File: config.mk
export PLATFORM = sky130hd
export DESIGN_NAME = spi_frm_ctrl
export DESIGN_NICKNAME = d
export VERILOG_FILES = /design/src/rtl/spi_frm_pkg.sv /design/src/rtl/frm_timeout.sv /design/src/rtl/frm_obuf_writer.sv /design/src/rtl/spi_frm_ctrl.sv
export SDC_FILE = /design/constraint.sdc
export NUM_CORES = 1
export LEC_CHECK = 0
export BUFFER_PORTS_ARGS = -buffer_cell sky130_fd_sc_hd__buf_2
export CELL_PAD_IN_SITES_DETAIL_PLACEMENT = 0
export CELL_PAD_IN_SITES_GLOBAL_PLACEMENT = 1
export CORE_ASPECT_RATIO = 1.2
export CORE_UTILIZATION = 45
export DETAILED_ROUTE_END_ITERATION = 10
export GPL_TIMING_DRIVEN = 0
export PLACE_DENSITY_LB_ADDON = 0.1
export SLEW_MARGIN = 15
export SYNTH_ARGS = -nofsm -noshare
export SYNTH_HDL_FRONTEND = slang
export SYNTH_SLANG_ARGS = --single-unit
File: constraint.sdc
create_clock -name clk -period 6.25 [get_ports clk]
set_input_delay 1.25 -clock clk [delete_from_list [all_inputs] [get_ports clk]]
set_output_delay 1.25 -clock clk [all_outputs]
set_load 0.005 [all_outputs]
File: src/rtl/spi_frm_pkg.sv
`timescale 1ns/1ps
package spi_frm_pkg;

    typedef enum logic [3:0] {
        ST_OFF,
        ST_PREP,
        ST_READY,
        ST_ARMED,
        ST_RECV,
        ST_PROC,
        ST_CANCEL,
        ST_SEND,
        ST_BAD
    } frm_state_e;

    typedef enum logic [1:0] {
        JOB_FILL,
        JOB_PREP,
        JOB_RESP,
        JOB_REFILL
    } job_kind_e;

    typedef struct packed {
        job_kind_e  kind;
        logic [7:0] code;
    } job_t;

    function automatic job_t make_job(job_kind_e k, logic [7:0] c);
        job_t j;
        j.kind = k;
        j.code = c;
        return j;
    endfunction

endpackage

File: src/rtl/frm_timeout.sv
`timescale 1ns/1ps
module frm_timeout #(
    parameter int LIMIT = 500
) (
    input  logic clk,
    input  logic rst,
    input  logic start,
    input  logic run,
    output logic expired
);
    localparam int CW = $clog2(LIMIT + 1);

    logic [CW-1:0] cnt;

    always_ff @(posedge clk) begin
        if (rst) begin
            cnt <= '0;
        end else if (start) begin
            cnt <= CW'(LIMIT - 1);
        end else if (run && cnt != '0) begin
            cnt <= cnt - 1'b1;
        end
    end

    assign expired = run && !start && (cnt == '0);
endmodule

File: src/rtl/frm_obuf_writer.sv
`timescale 1ns/1ps
module frm_obuf_writer
    import spi_frm_pkg::*;
#(
    parameter int         DEPTH      = 64,
    parameter int         LEN_W      = 10,
    parameter logic [7:0] LEGACY_RDY = 8'hF7,
    parameter logic [7:0] FRAME_CODE = 8'hEC,
    parameter logic [7:0] TAIL_CODE  = 8'hED
) (
    input  logic                        clk,
    input  logic                        rst,
    input  logic                        abort,
    input  logic                        start,
    input  job_t                        job,
    input  logic [$clog2(DEPTH)-1:0]    start_addr,
    input  logic [$clog2(DEPTH):0]      start_cnt,
    input  logic [LEN_W:0]              total,
    input  logic [7:0]                  rsp_rd_data,
    output logic [LEN_W-1:0]            rsp_rd_addr,
    output logic                        busy,
    output logic [$clog2(DEPTH)-1:0]    wr_pos,
    output logic [LEN_W:0]              sent,
    output logic                        ob_we,
    output logic [$clog2(DEPTH)-1:0]    ob_addr,
    output logic [7:0]                  ob_data
);
    localparam int AW = $clog2(DEPTH);
    localparam int CW = AW + 1;
    localparam int TW = LEN_W + 1;

    job_t          cur;
    logic [AW-1:0] addr;
    logic [CW-1:0] left;
    logic [TW-1:0] idx;
    logic [TW-1:0] idx_m1;

    always_ff @(posedge clk) begin
        if (rst) begin
            busy <= 1'b0;
            cur  <= make_job(JOB_FILL, 8'h00);
            addr <= '0;
            left <= '0;
            idx  <= '0;
        end else if (abort) begin
            busy <= 1'b0;
        end else if (start) begin
            busy <= (start_cnt != '0);
            cur  <= job;
            left <= start_cnt;
            if (job.kind != JOB_REFILL) addr <= start_addr;
            if (job.kind == JOB_RESP)   idx  <= '0;
        end else if (busy) begin
            addr <= addr + 1'b1;
            left <= left - 1'b1;
            idx  <= idx + 1'b1;
            if (left == CW'(1)) busy <= 1'b0;
        end
    end

    assign idx_m1      = idx - 1'b1;
    assign rsp_rd_addr = idx_m1[LEN_W-1:0];
    assign wr_pos      = addr;
    assign sent        = idx;
    assign ob_we       = busy;
    assign ob_addr     = addr;

    always_comb begin
        unique case (cur.kind)
            JOB_PREP: ob_data = (addr == '0) ? LEGACY_RDY : cur.code;
            JOB_FILL: ob_data = cur.code;
            default: begin
                if (idx == '0)                     ob_data = FRAME_CODE;
                else if (idx == total - 1'b1)      ob_data = TAIL_CODE;
                else                               ob_data = rsp_rd_data;
            end
        endcase
    end
endmodule

File: src/rtl/spi_frm_ctrl.sv
`timescale 1ns/1ps
module spi_frm_ctrl
    import spi_frm_pkg::*;
#(
    parameter int         CLK_MHZ       = 100,
    parameter int         RX_TIMEOUT_US = 8192,
    parameter int         GLITCH_US     = 500,
    parameter int         DEPTH         = 64,
    parameter int         PREAMBLE      = 2,
    parameter int         MAX_REQ       = 544,
    parameter int         HDR_LEN       = 4,
    parameter logic [7:0] VERSION       = 8'h03,
    parameter logic [7:0] LEGACY_RDY    = 8'hF7,
    parameter logic [7:0] CODE_RECV     = 8'hF8,
    parameter logic [7:0] CODE_BUSY     = 8'hFA,
    parameter logic [7:0] CODE_BAD      = 8'hFB,
    parameter logic [7:0] CODE_NRDY     = 8'hFC,
    parameter logic [7:0] FRAME_CODE    = 8'hEC,
    parameter logic [7:0] TAIL_CODE     = 8'hED
) (
    input  logic                         clk,
    input  logic                         rst,
    input  logic                         en,
    input  logic                         cs_assert,
    input  logic                         cs_release,
    input  logic                         rx_valid,
    input  logic [7:0]                   rx_data,
    input  logic [$clog2(DEPTH)-1:0]     buf_ptr,
    input  logic                         evt_half,
    input  logic                         evt_full,
    output logic                         ob_we,
    output logic [$clog2(DEPTH)-1:0]     ob_addr,
    output logic [7:0]                   ob_data,
    output logic                         rq_valid,
    output logic [$clog2(MAX_REQ+1):0]   rq_idx,
    output logic [7:0]                   rq_data,
    output logic                         req_done,
    output logic [$clog2(MAX_REQ+1)-1:0] req_len,
    input  logic                         rsp_valid,
    input  logic [$clog2(MAX_REQ+1)-1:0] rsp_len,
    output logic [$clog2(MAX_REQ+1)-1:0] rsp_rd_addr,
    input  logic [7:0]                   rsp_rd_data
);
    localparam int AW       = $clog2(DEPTH);
    localparam int CW       = AW + 1;
    localparam int HALF     = DEPTH / 2;
    localparam int LEN_W    = $clog2(MAX_REQ + 1);
    localparam int TW       = LEN_W + 1;
    localparam int RX_LIMIT = CLK_MHZ * RX_TIMEOUT_US;
    localparam int GL_LIMIT = CLK_MHZ * GLITCH_US;
    localparam int LEN_LO   = 2;
    localparam int LEN_HI   = 3;

    frm_state_e      st, st_n;
    logic [AW-1:0]   pre_ptr;
    logic [TW-1:0]   rx_cnt;
    logic [7:0]      lo_q;
    logic [LEN_W-1:0] len_q;
    logic [TW-1:0]   rsp_total_q;
    logic            rsp_pend, lo_pend, hi_pend;
    logic            req_done_q;
    logic [LEN_W-1:0] req_len_q;

    // engine side
    logic            eng_busy, job_go;
    job_t            job;
    logic [AW-1:0]   job_addr, wr_pos;
    logic [CW-1:0]   job_cnt;
    logic [TW-1:0]   eng_sent;

    // timers
    logic arm_go, gl_exp, rx_exp;

    // request byte decode
    logic [15:0]      hdr_len;
    logic [LEN_W-1:0] need_len;
    logic             rx_take, byte_bad, byte_last;

    // comb actions
    logic do_prep, do_bad, do_done, do_cancel, do_resp, do_refill;
    logic [AW-1:0]   fill_base;
    logic [TW-1:0]   tot_now, first_room, first_cnt, rem, refill_cnt;

    assign arm_go   = en && (st == ST_READY) && cs_assert;
    assign rx_take  = en && rx_valid && (st == ST_ARMED || st == ST_RECV);
    assign hdr_len  = {rx_data, lo_q};
    assign need_len = (rx_cnt == TW'(LEN_HI)) ? hdr_len[LEN_W-1:0] : len_q;
    assign byte_bad = rx_take &&
                      ((rx_cnt == '0 && rx_data != VERSION) ||
                       (rx_cnt == TW'(LEN_HI) &&
                        (hdr_len < 16'(HDR_LEN) || hdr_len > 16'(MAX_REQ))));
    assign byte_last = rx_take && !byte_bad && (rx_cnt >= TW'(LEN_HI)) &&
                       ((rx_cnt + 1'b1) == TW'(need_len));

    assign fill_base  = buf_ptr + AW'(PREAMBLE);
    assign tot_now    = rsp_pend ? rsp_total_q : (TW'(rsp_len) + TW'(2));
    assign first_room = TW'(DEPTH) - TW'(fill_base[AW-2:0]);
    assign first_cnt  = (tot_now < first_room) ? tot_now : first_room;
    assign rem        = rsp_total_q - eng_sent;
    assign refill_cnt = (rem < TW'(HALF)) ? rem : TW'(HALF);

    frm_timeout #(.LIMIT(GL_LIMIT)) u_glitch_tmr (
        .clk(clk), .rst(rst), .start(arm_go),
        .run(st == ST_ARMED), .expired(gl_exp)
    );

    frm_timeout #(.LIMIT(RX_LIMIT)) u_rx_tmr (
        .clk(clk), .rst(rst), .start(arm_go),
        .run(st == ST_ARMED || st == ST_RECV), .expired(rx_exp)
    );

    // state decision
    always_comb begin
        st_n      = st;
        do_prep   = 1'b0;
        do_bad    = 1'b0;
        do_done   = 1'b0;
        do_cancel = 1'b0;
        do_resp   = 1'b0;
        do_refill = 1'b0;
        if (!en) begin
            st_n = ST_OFF;
        end else begin
            unique case (st)
                ST_OFF:  do_prep = 1'b1;
                ST_PREP: if (!eng_busy) st_n = ST_READY;
                ST_READY: begin
                    if (cs_assert)       st_n = ST_ARMED;
                    else if (cs_release) do_prep = 1'b1;
                end
                ST_ARMED, ST_RECV: begin
                    if (cs_release)     do_prep = 1'b1;
                    else if (byte_bad)  do_bad  = 1'b1;
                    else if (byte_last) do_done = 1'b1;
                    else if (rx_exp)    do_bad  = 1'b1;
                    else if (st == ST_ARMED) begin
                        if (buf_ptr != pre_ptr) st_n = ST_RECV;
                        else if (gl_exp)        do_prep = 1'b1;
                    end
                end
                ST_PROC: begin
                    if (cs_release) do_cancel = 1'b1;
                    else if ((rsp_valid || rsp_pend) && !eng_busy) do_resp = 1'b1;
                end
                ST_CANCEL: if (rsp_valid) do_prep = 1'b1;
                ST_SEND: begin
                    if (cs_release) do_prep = 1'b1;
                    else if (!eng_busy && rem != '0 &&
                             ((lo_pend && wr_pos == '0) ||
                              (hi_pend && wr_pos == AW'(HALF))))
                        do_refill = 1'b1;
                end
                ST_BAD: if (cs_release) do_prep = 1'b1;
                default: st_n = ST_OFF;
            endcase
            if (do_prep)   st_n = ST_PREP;
            if (do_bad)    st_n = ST_BAD;
            if (do_done)   st_n = ST_PROC;
            if (do_cancel) st_n = ST_CANCEL;
            if (do_resp)   st_n = ST_SEND;
        end
    end

    // engine job selection
    always_comb begin
        job_go   = 1'b1;
        job      = make_job(JOB_FILL, CODE_BUSY);
        job_addr = fill_base;
        job_cnt  = CW'(DEPTH);
        if (do_prep) begin
            job      = make_job(JOB_PREP, CODE_RECV);
            job_addr = '0;
        end else if (do_bad) begin
            job = make_job(JOB_FILL, CODE_BAD);
        end else if (do_done) begin
            job = make_job(JOB_FILL, CODE_BUSY);
        end else if (do_cancel) begin
            job = make_job(JOB_FILL, CODE_NRDY);
        end else if (do_resp) begin
            job     = make_job(JOB_RESP, 8'h00);
            job_cnt = CW'(first_cnt);
        end else if (do_refill) begin
            job     = make_job(JOB_REFILL, 8'h00);
            job_cnt = CW'(refill_cnt);
        end else begin
            job_go = 1'b0;
        end
    end

    frm_obuf_writer #(
        .DEPTH(DEPTH), .LEN_W(LEN_W), .LEGACY_RDY(LEGACY_RDY),
        .FRAME_CODE(FRAME_CODE), .TAIL_CODE(TAIL_CODE)
    ) u_writer (
        .clk(clk), .rst(rst), .abort(!en), .start(job_go), .job(job),
        .start_addr(job_addr), .start_cnt(job_cnt), .total(rsp_total_q),
        .rsp_rd_data(rsp_rd_data), .rsp_rd_addr(rsp_rd_addr),
        .busy(eng_busy), .wr_pos(wr_pos), .sent(eng_sent),
        .ob_we(ob_we), .ob_addr(ob_addr), .ob_data(ob_data)
    );

    always_ff @(posedge clk) begin
        if (rst) begin
            st          <= ST_OFF;
            pre_ptr     <= '0;
            rx_cnt      <= '0;
            lo_q        <= '0;
            len_q       <= '0;
            rsp_total_q <= '0;
            rsp_pend    <= 1'b0;
            lo_pend     <= 1'b0;
            hi_pend     <= 1'b0;
            req_done_q  <= 1'b0;
            req_len_q   <= '0;
        end else begin
            st         <= st_n;
            req_done_q <= do_done;
            if (do_done) req_len_q <= need_len;
            if (st == ST_PREP && st_n == ST_READY) pre_ptr <= buf_ptr;
            if (arm_go) begin
                rx_cnt <= '0;
            end else if (rx_take) begin
                rx_cnt <= rx_cnt + 1'b1;
                if (rx_cnt == TW'(LEN_LO)) lo_q  <= rx_data;
                if (rx_cnt == TW'(LEN_HI)) len_q <= hdr_len[LEN_W-1:0];
            end
            if (en && st == ST_PROC && rsp_valid)
                rsp_total_q <= TW'(rsp_len) + TW'(2);
            rsp_pend <= (st_n == ST_PROC) && !do_resp &&
                        (rsp_pend || (st == ST_PROC && rsp_valid));
            lo_pend  <= (st_n == ST_SEND) && (evt_half || (lo_pend && eng_busy));
            hi_pend  <= (st_n == ST_SEND) && (evt_full || (hi_pend && eng_busy));
        end
    end

    assign rq_valid = rx_take;
    assign rq_idx   = rx_cnt;
    assign rq_data  = rx_data;
    assign req_done = req_done_q;
    assign req_len  = req_len_q;
endmodule

After elaboration in Yosys (flattened, before gate mapping)
Cells that the tools add are included.
Word-level totals
  word-level logic and storage cells: 227
  bits in writable memories: 0
  memory bits (read-only): 0
  bits of input ports: 41
  output and inout port bits: 56
  bits in latches: 0
  memories: 0
  register bits: 135
Operators by class
  $mul: 0
  add/sub/neg operators: 12
  shift-type cells: 0
  multiplexer cells: 95
  bitwise operators: 2
  div/mod/pow operators: 0
  equality and inequality tests: 24
  order comparisons: 5
  reduce and logical (&&, ||, !) cells: 68
Operator list (number)
  10-bit 2-to-1 mux: 7
  7-bit 2-to-1 mux: 10
  4-bit 2-to-1 mux: 14
  1-bit 2-to-1 mux: 46
  11-bit 2-to-1 mux: 4
  20-bit 2-to-1 mux: 2
  16-bit 2-to-1 mux: 2
  1-bit logical AND: 31
  4-bit by 3-bit == test with 1-bit output (second input constant): 6
  6-bit 2-to-1 mux: 4
  8-bit 2-to-1 mux: 3
  11-bit by 1-bit adder with 11-bit output (second input constant): 2
  11-bit by 2-bit == test with 1-bit output (second input constant): 2
  11-bit zero test: 2
  20-bit zero test: 1
  20-bit nonzero test: 1
  20-bit by 1-bit subtractor with 20-bit output (second input constant): 1
  16-bit by 10-bit > comparator with 1-bit output (second input constant): 1
  16-bit zero test: 1
  16-bit by 3-bit less-than comparator with 1-bit output (second input constant): 1
  4-bit one-hot mux with 4 select lines: 1
  8-bit one-hot mux with 2 select lines: 1
  16-bit nonzero test: 1
  16-bit by 1-bit subtractor with 16-bit output (second input constant): 1
  other kinds (38): 61

Logic depth before layout (Yosys ltp)
  word-level depth: 24
  gate-level depth with buffers: 16

Hierarchy
From an unflattened synthesis, not the netlist that was laid out.
Unflattened totals
  cell total of the unflattened synthesis: 1195
  area, all modules: 9317.7 um^2
Modules (own cells, without submodules)
  spi_frm_ctrl: cells each 608, area an instance 4699.5 um^2, sequential area each 1281.2 um^2, times used 1
  frm_obuf_writer: cells each 323, area an instance 2431.1 um^2, sequential area each 700.7 um^2, times used 1
  frm_timeout (u_rx_tmr): cells each 147, area an instance 1187.4 um^2, sequential area each 400.4 um^2, times used 1
  frm_timeout (u_glitch_tmr): cells each 117, area an instance 999.7 um^2, sequential area each 320.3 um^2, times used 1

Worst setup path after synthesis
OpenSTA, ideal clock, no wires.
  kind: input-to-reg
  start point: input buf_ptr[1]
  end point: register u_writer.busy
  stages: 14
  setup time: 0.124 ns
  data required time: 6.126 ns
  path slack: 2.322 ns
  arrival time: 3.804 ns
  buffers on the path: 1
  cell sequence: ha_1 -> xor2_1 -> nor3b_1 -> xnor2_1 -> ha_1 -> o21ai_0 -> a21o_1 -> a21oi_1 -> nor3_1 -> buf_4 -> o32ai_1 -> a31oi_1 -> and4b_1 -> a31oi_1
On the way
  longest elaborated chain between the ends: 13
  elaborated cells on any way between the ends: 22
  those cells by class: add/sub: 2; order compare: 1; eq/ne: 1; mux: 17; reduce/logical: 1
RTL lines
  from (decl): RTL line spi_frm_ctrl.sv:28  | input logic [$clog2(DEPTH)-1:0] buf_ptr,
  parallel branches: the longest is 12 deep, another holds 11-bit less-than comparator
  1-bit 2-to-1 mux *: RTL line frm_obuf_writer.sv:47  | end else if (start) begin
  to (signal assigned): RTL line frm_obuf_writer.sv:48  | busy <= (start_cnt != '0);
  to (decl): RTL line frm_obuf_writer.sv:21  | output logic busy,
Every way passes the cells marked *. The select of a mux whose other input is x is not followed.
A chain may end at the register's enable or synchronous reset.

Worst setup path in the final report
  start point: register rsp_total_q[2]
  end point: output ob_data[3]
On the way
  longest elaborated chain between the ends: 5
RTL lines
  from (decl): RTL line spi_frm_ctrl.sv:59  | logic [TW-1:0] rsp_total_q;
  from (signal assigned): RTL line spi_frm_ctrl.sv:227  | rsp_total_q <= TW'(rsp_len) + TW'(2);
  11-bit by 1-bit subtractor with 11-bit output: RTL line frm_obuf_writer.sv:74  | else if (idx == total - 1'b1) ob_data = TAIL_CODE;
  11-bit == test: RTL line frm_obuf_writer.sv:74
  8-bit 2-to-1 mux: RTL line frm_obuf_writer.sv:74
  8-bit 2-to-1 mux: RTL line frm_obuf_writer.sv:73  | if (idx == '0) ob_data = FRAME_CODE;
  8-bit one-hot mux with 2 select lines: RTL line frm_obuf_writer.sv:69  | unique case (cur.kind)
  to (decl): RTL line spi_frm_ctrl.sv:33  | output logic [7:0] ob_data,
No other way between the ends.

==> results_dict.tcl <==
set metrics [dict create \
    design_area_sq_um 10200 \
    place_area_sq_um 9610 \
    min_from "u_glitch_tmr.cnt[5]$_SDFFE_PP0P_" \
    synthDistinctLibCells 87 \
    clock_latency_ns 0.42 \
    period_needed_ns 4.49 \
    dp.cells 1451 \
    crit_arrival_ns 3.24 \
    fmax_mhz 223 \
    dp_worst_setup_slack_ns 1.64 \
    drt_iter0_drc 423 \
    vias_per_cell 5.65 \
    grt_pass1_wl_microns 40600 \
    cts.repair.resized 0 \
    drt-total-wl_microns 25200 \
    stdcell_count 1482 \
    start_util_pct 46.4 \
    critical_path_class "reg2out" \
    hold_class "reg2reg" \
    p_leak_nw 4.08 \
    postRouteAntennaNets 0 \
    clkTransAtPathRegs_ns 0.06 \
    cts_sinks 131 \
    post_cts_buffers 0 \
    finalSetupViolations 0 \
    dr.pass1.iters 5 \
    outcome "finished, final reports clean" \
    clk_path_buf_depth 2 \
    die_w_microns 130 \
    cts_tree "yes" \
    syn-instance-count 1100 \
    avgSynthCellArea_sq_um 8.01 \
    ys_seq_area_share_pct 29.8 \
    yosys_warnings 0 \
    fin_skew_ns 0.00923 \
    syn2layout_area_growth_pct 15.2 \
    hold-path-cell-count 2 \
    ys_ff_latch 131 \
    max_slew_margin_pct 23.0 \
    drive_gt1_share_pct 15.7 \
    p_per_area_nw_per_um2 194 \
    die-area_sq_um 20100 \
    syn-cell-area_sq_um 8810 \
    io_buffer_count 95 \
    fin_total_pwr_w 0.00197 \
    die_h_microns 155 \
    cts_max_level 4 \
    layout.nets 1288 \
    final_max_slew_viol_count 0 \
    drc_errors 0 \
    worst_slew_pin_slew_ns 1.15 \
    core_region_area_sq_um 19000 \
    synth_fp_nets 1174 \
    grt_pass1_vias 8067 \
    grt.total_usage_pct 25.8 \
    tns_ns 0 \
    antenna_found_initial 1 \
    cp-end-kind "output port" \
    hold_viol 0 \
    yosysTopAreaCellShare_pct 29.8 \
    rows 55 \
    grt_overflow 0 \
    grt_max_degree 17 \
    ioPinCount 97 \
    yosys.area.top_type "dfxtp_1" \
    cts_made_buffers 17 \
    setup.worst_path.start_class "flip-flop" \
    root_buffer "clkbuf_16" \
    synth_area_leaders "dfxtp_1 (30%), xnor2_1 (6.1%), nor2_1 (5.6%)" \
    irDropWorstVdd_v 0.000177 \
    cts_hold_buf 0 \
    vias 8368 \
    min_period_over_period_pct 71.8 \
    wire_per_inst_microns 17.0 \
    synth-edff-count 0 \
    layout_setup_ws_ns 1.76 \
    crit_start "rsp_total_q[2]$_SDFFE_PP0P_" \
    cp_max_fo 7 \
    r2r_cells 15 \
    synth-async-reset-ratio_pct 0 \
    hpwl_microns 19400 \
    required_ns 5.00 \
    antenna_cells 0 \
    rsz0062_at_grt "false" \
    cap_violations 0 \
    synth-main-ff-cell "dfxtp_1" \
    reg2reg_from "u_writer.sent[1]$_SDFFE_PP0P_" \
    finalWeightedCongestion 0.864 \
]
==> kinds of logic after synthesis <==
group           Yosys count  share of synthesized area (%)
buf+inv                 107                           5.85
simple gates            475                           28.3
mux                      49                           5.68
flops                   131                           29.8
xor+xnor                 96                           9.54
compound gates          209                           16.0
fa+ha+maj                33                           4.77
==> metal layers <==
metal | vias to the layer above | GRT usage, % | wire (microns)
met2 | 202 | 45.5 | 12500
met4 | 2 | 11.0 | 798
met1 | 3922 | 30.5 | 10900
li1 | 4189 | - | -
met5 | - | 0 | 11
met3 | 53 | 4.20 | 972
==> final timing paths <==
check,endpoint,slack [ns]
max,ob_data[3],1.76
min reg2reg,u_glitch_tmr.cnt[5]$_SDFFE_PP0P_,0.46
min,u_glitch_tmr.cnt[5]$_SDFFE_PP0P_,0.46
max reg2reg,u_writer.left[2]$_SDFFE_PP0P_,1.93
==> sequential cells by signal, indices dropped and copies added, names as in the netlist <==
signal,flops
hi_pend,1
len_q,10
lo_pend,1
lo_q,8
pre_ptr,6
req_done,1
req_len,10
rq_idx,11
rsp_pend,1
rsp_total_q,11
st,4
u_glitch_tmr.cnt,16
u_rx_tmr.cnt,20
u_writer.busy,1
u_writer.cur,6
u_writer.left,7
u_writer.ob_addr,6
u_writer.sent,11
==> cells in the mapped netlist (13+ instances only) <==
cell type  count
xnor2_1       61
clkbuf_1      36
mux2i_1       41
dfxtp_1      131
nand4_1       15
nor4_1        30
a21oi_1       66
o21ai_0       29
nor3_1        36
ha_1          32
nand2_1       88
and3_1        20
xor2_1        35
or3_1         13
or4_1         14
nand3_1       37
nor2_1       131
inv_1         45
==> power breakdown <==
group | internal (W) | total, W | switching [W]
Clock | 0.000547 | 0.000931 | 0.000385
Sequential | 0.000843 | 0.000849 | 0.00000624
Combinational | 0.0000755 | 0.000186 | 0.000110
==> cell usage in the layout, fill, tap and decap left out, types with 14 or more instances in the layout <==
cell	Yosys	routed
nor3_1	36	36
dfxtp_1	131	131
nor4_1	30	30
mux2i_1	41	41
nor2_1	131	131
ha_1	32	32
xnor2_1	61	61
inv_1	45	45
xor2_1	35	35
and3_1	20	20
clkbuf_1	36	39
nand3_1	37	37
nand2_1	88	88
buf_2	7	102
a21oi_1	66	66
clkbuf_16	0	17
or4_1	14	14
nand4_1	15	15
o21ai_0	29	29
==> final cells by class <==
cell class	count	area, sq um
plain buffers	61	343
multi-input cells	862	5670
flip-flops and latches	131	2620
inverters	46	173
repair buffers	95	475
well taps	256	320
clock buffers	20	437
fillers	1940	8840
clock inverters	11	108
==> through the flow <==
| step | hold WS (ns) | util, % |
|---|---|---|
| 5_1_grt | 0.492 | 53.4 |
| 3_3_place_gp | 0.456 | 50.6 |
| 6_report | 0.462 | 53.4 |
| 4_1_cts | 0.464 | 53.4 |
| 2_1_floorplan | 0.440 | - |
| 3_5_place_dp | 0.456 | 50.6 |
==> worst max-delay path, stage by stage (launching register included) <==
cell	delay [ns]
dfxtp_1	0.38
nor3_1	0.35
nand3b_1	0.19
nor2_1	0.29
xnor2_1	0.11
o31a_1	0.25
nor4_1	0.33
o311a_1	0.25
or2_2	0.11
clkbuf_1	0.22
o21ai_0	0.11
o21ai_0	0.08
buf_2	0.14
Note: power is estimated with default switching activity, not from simulation.
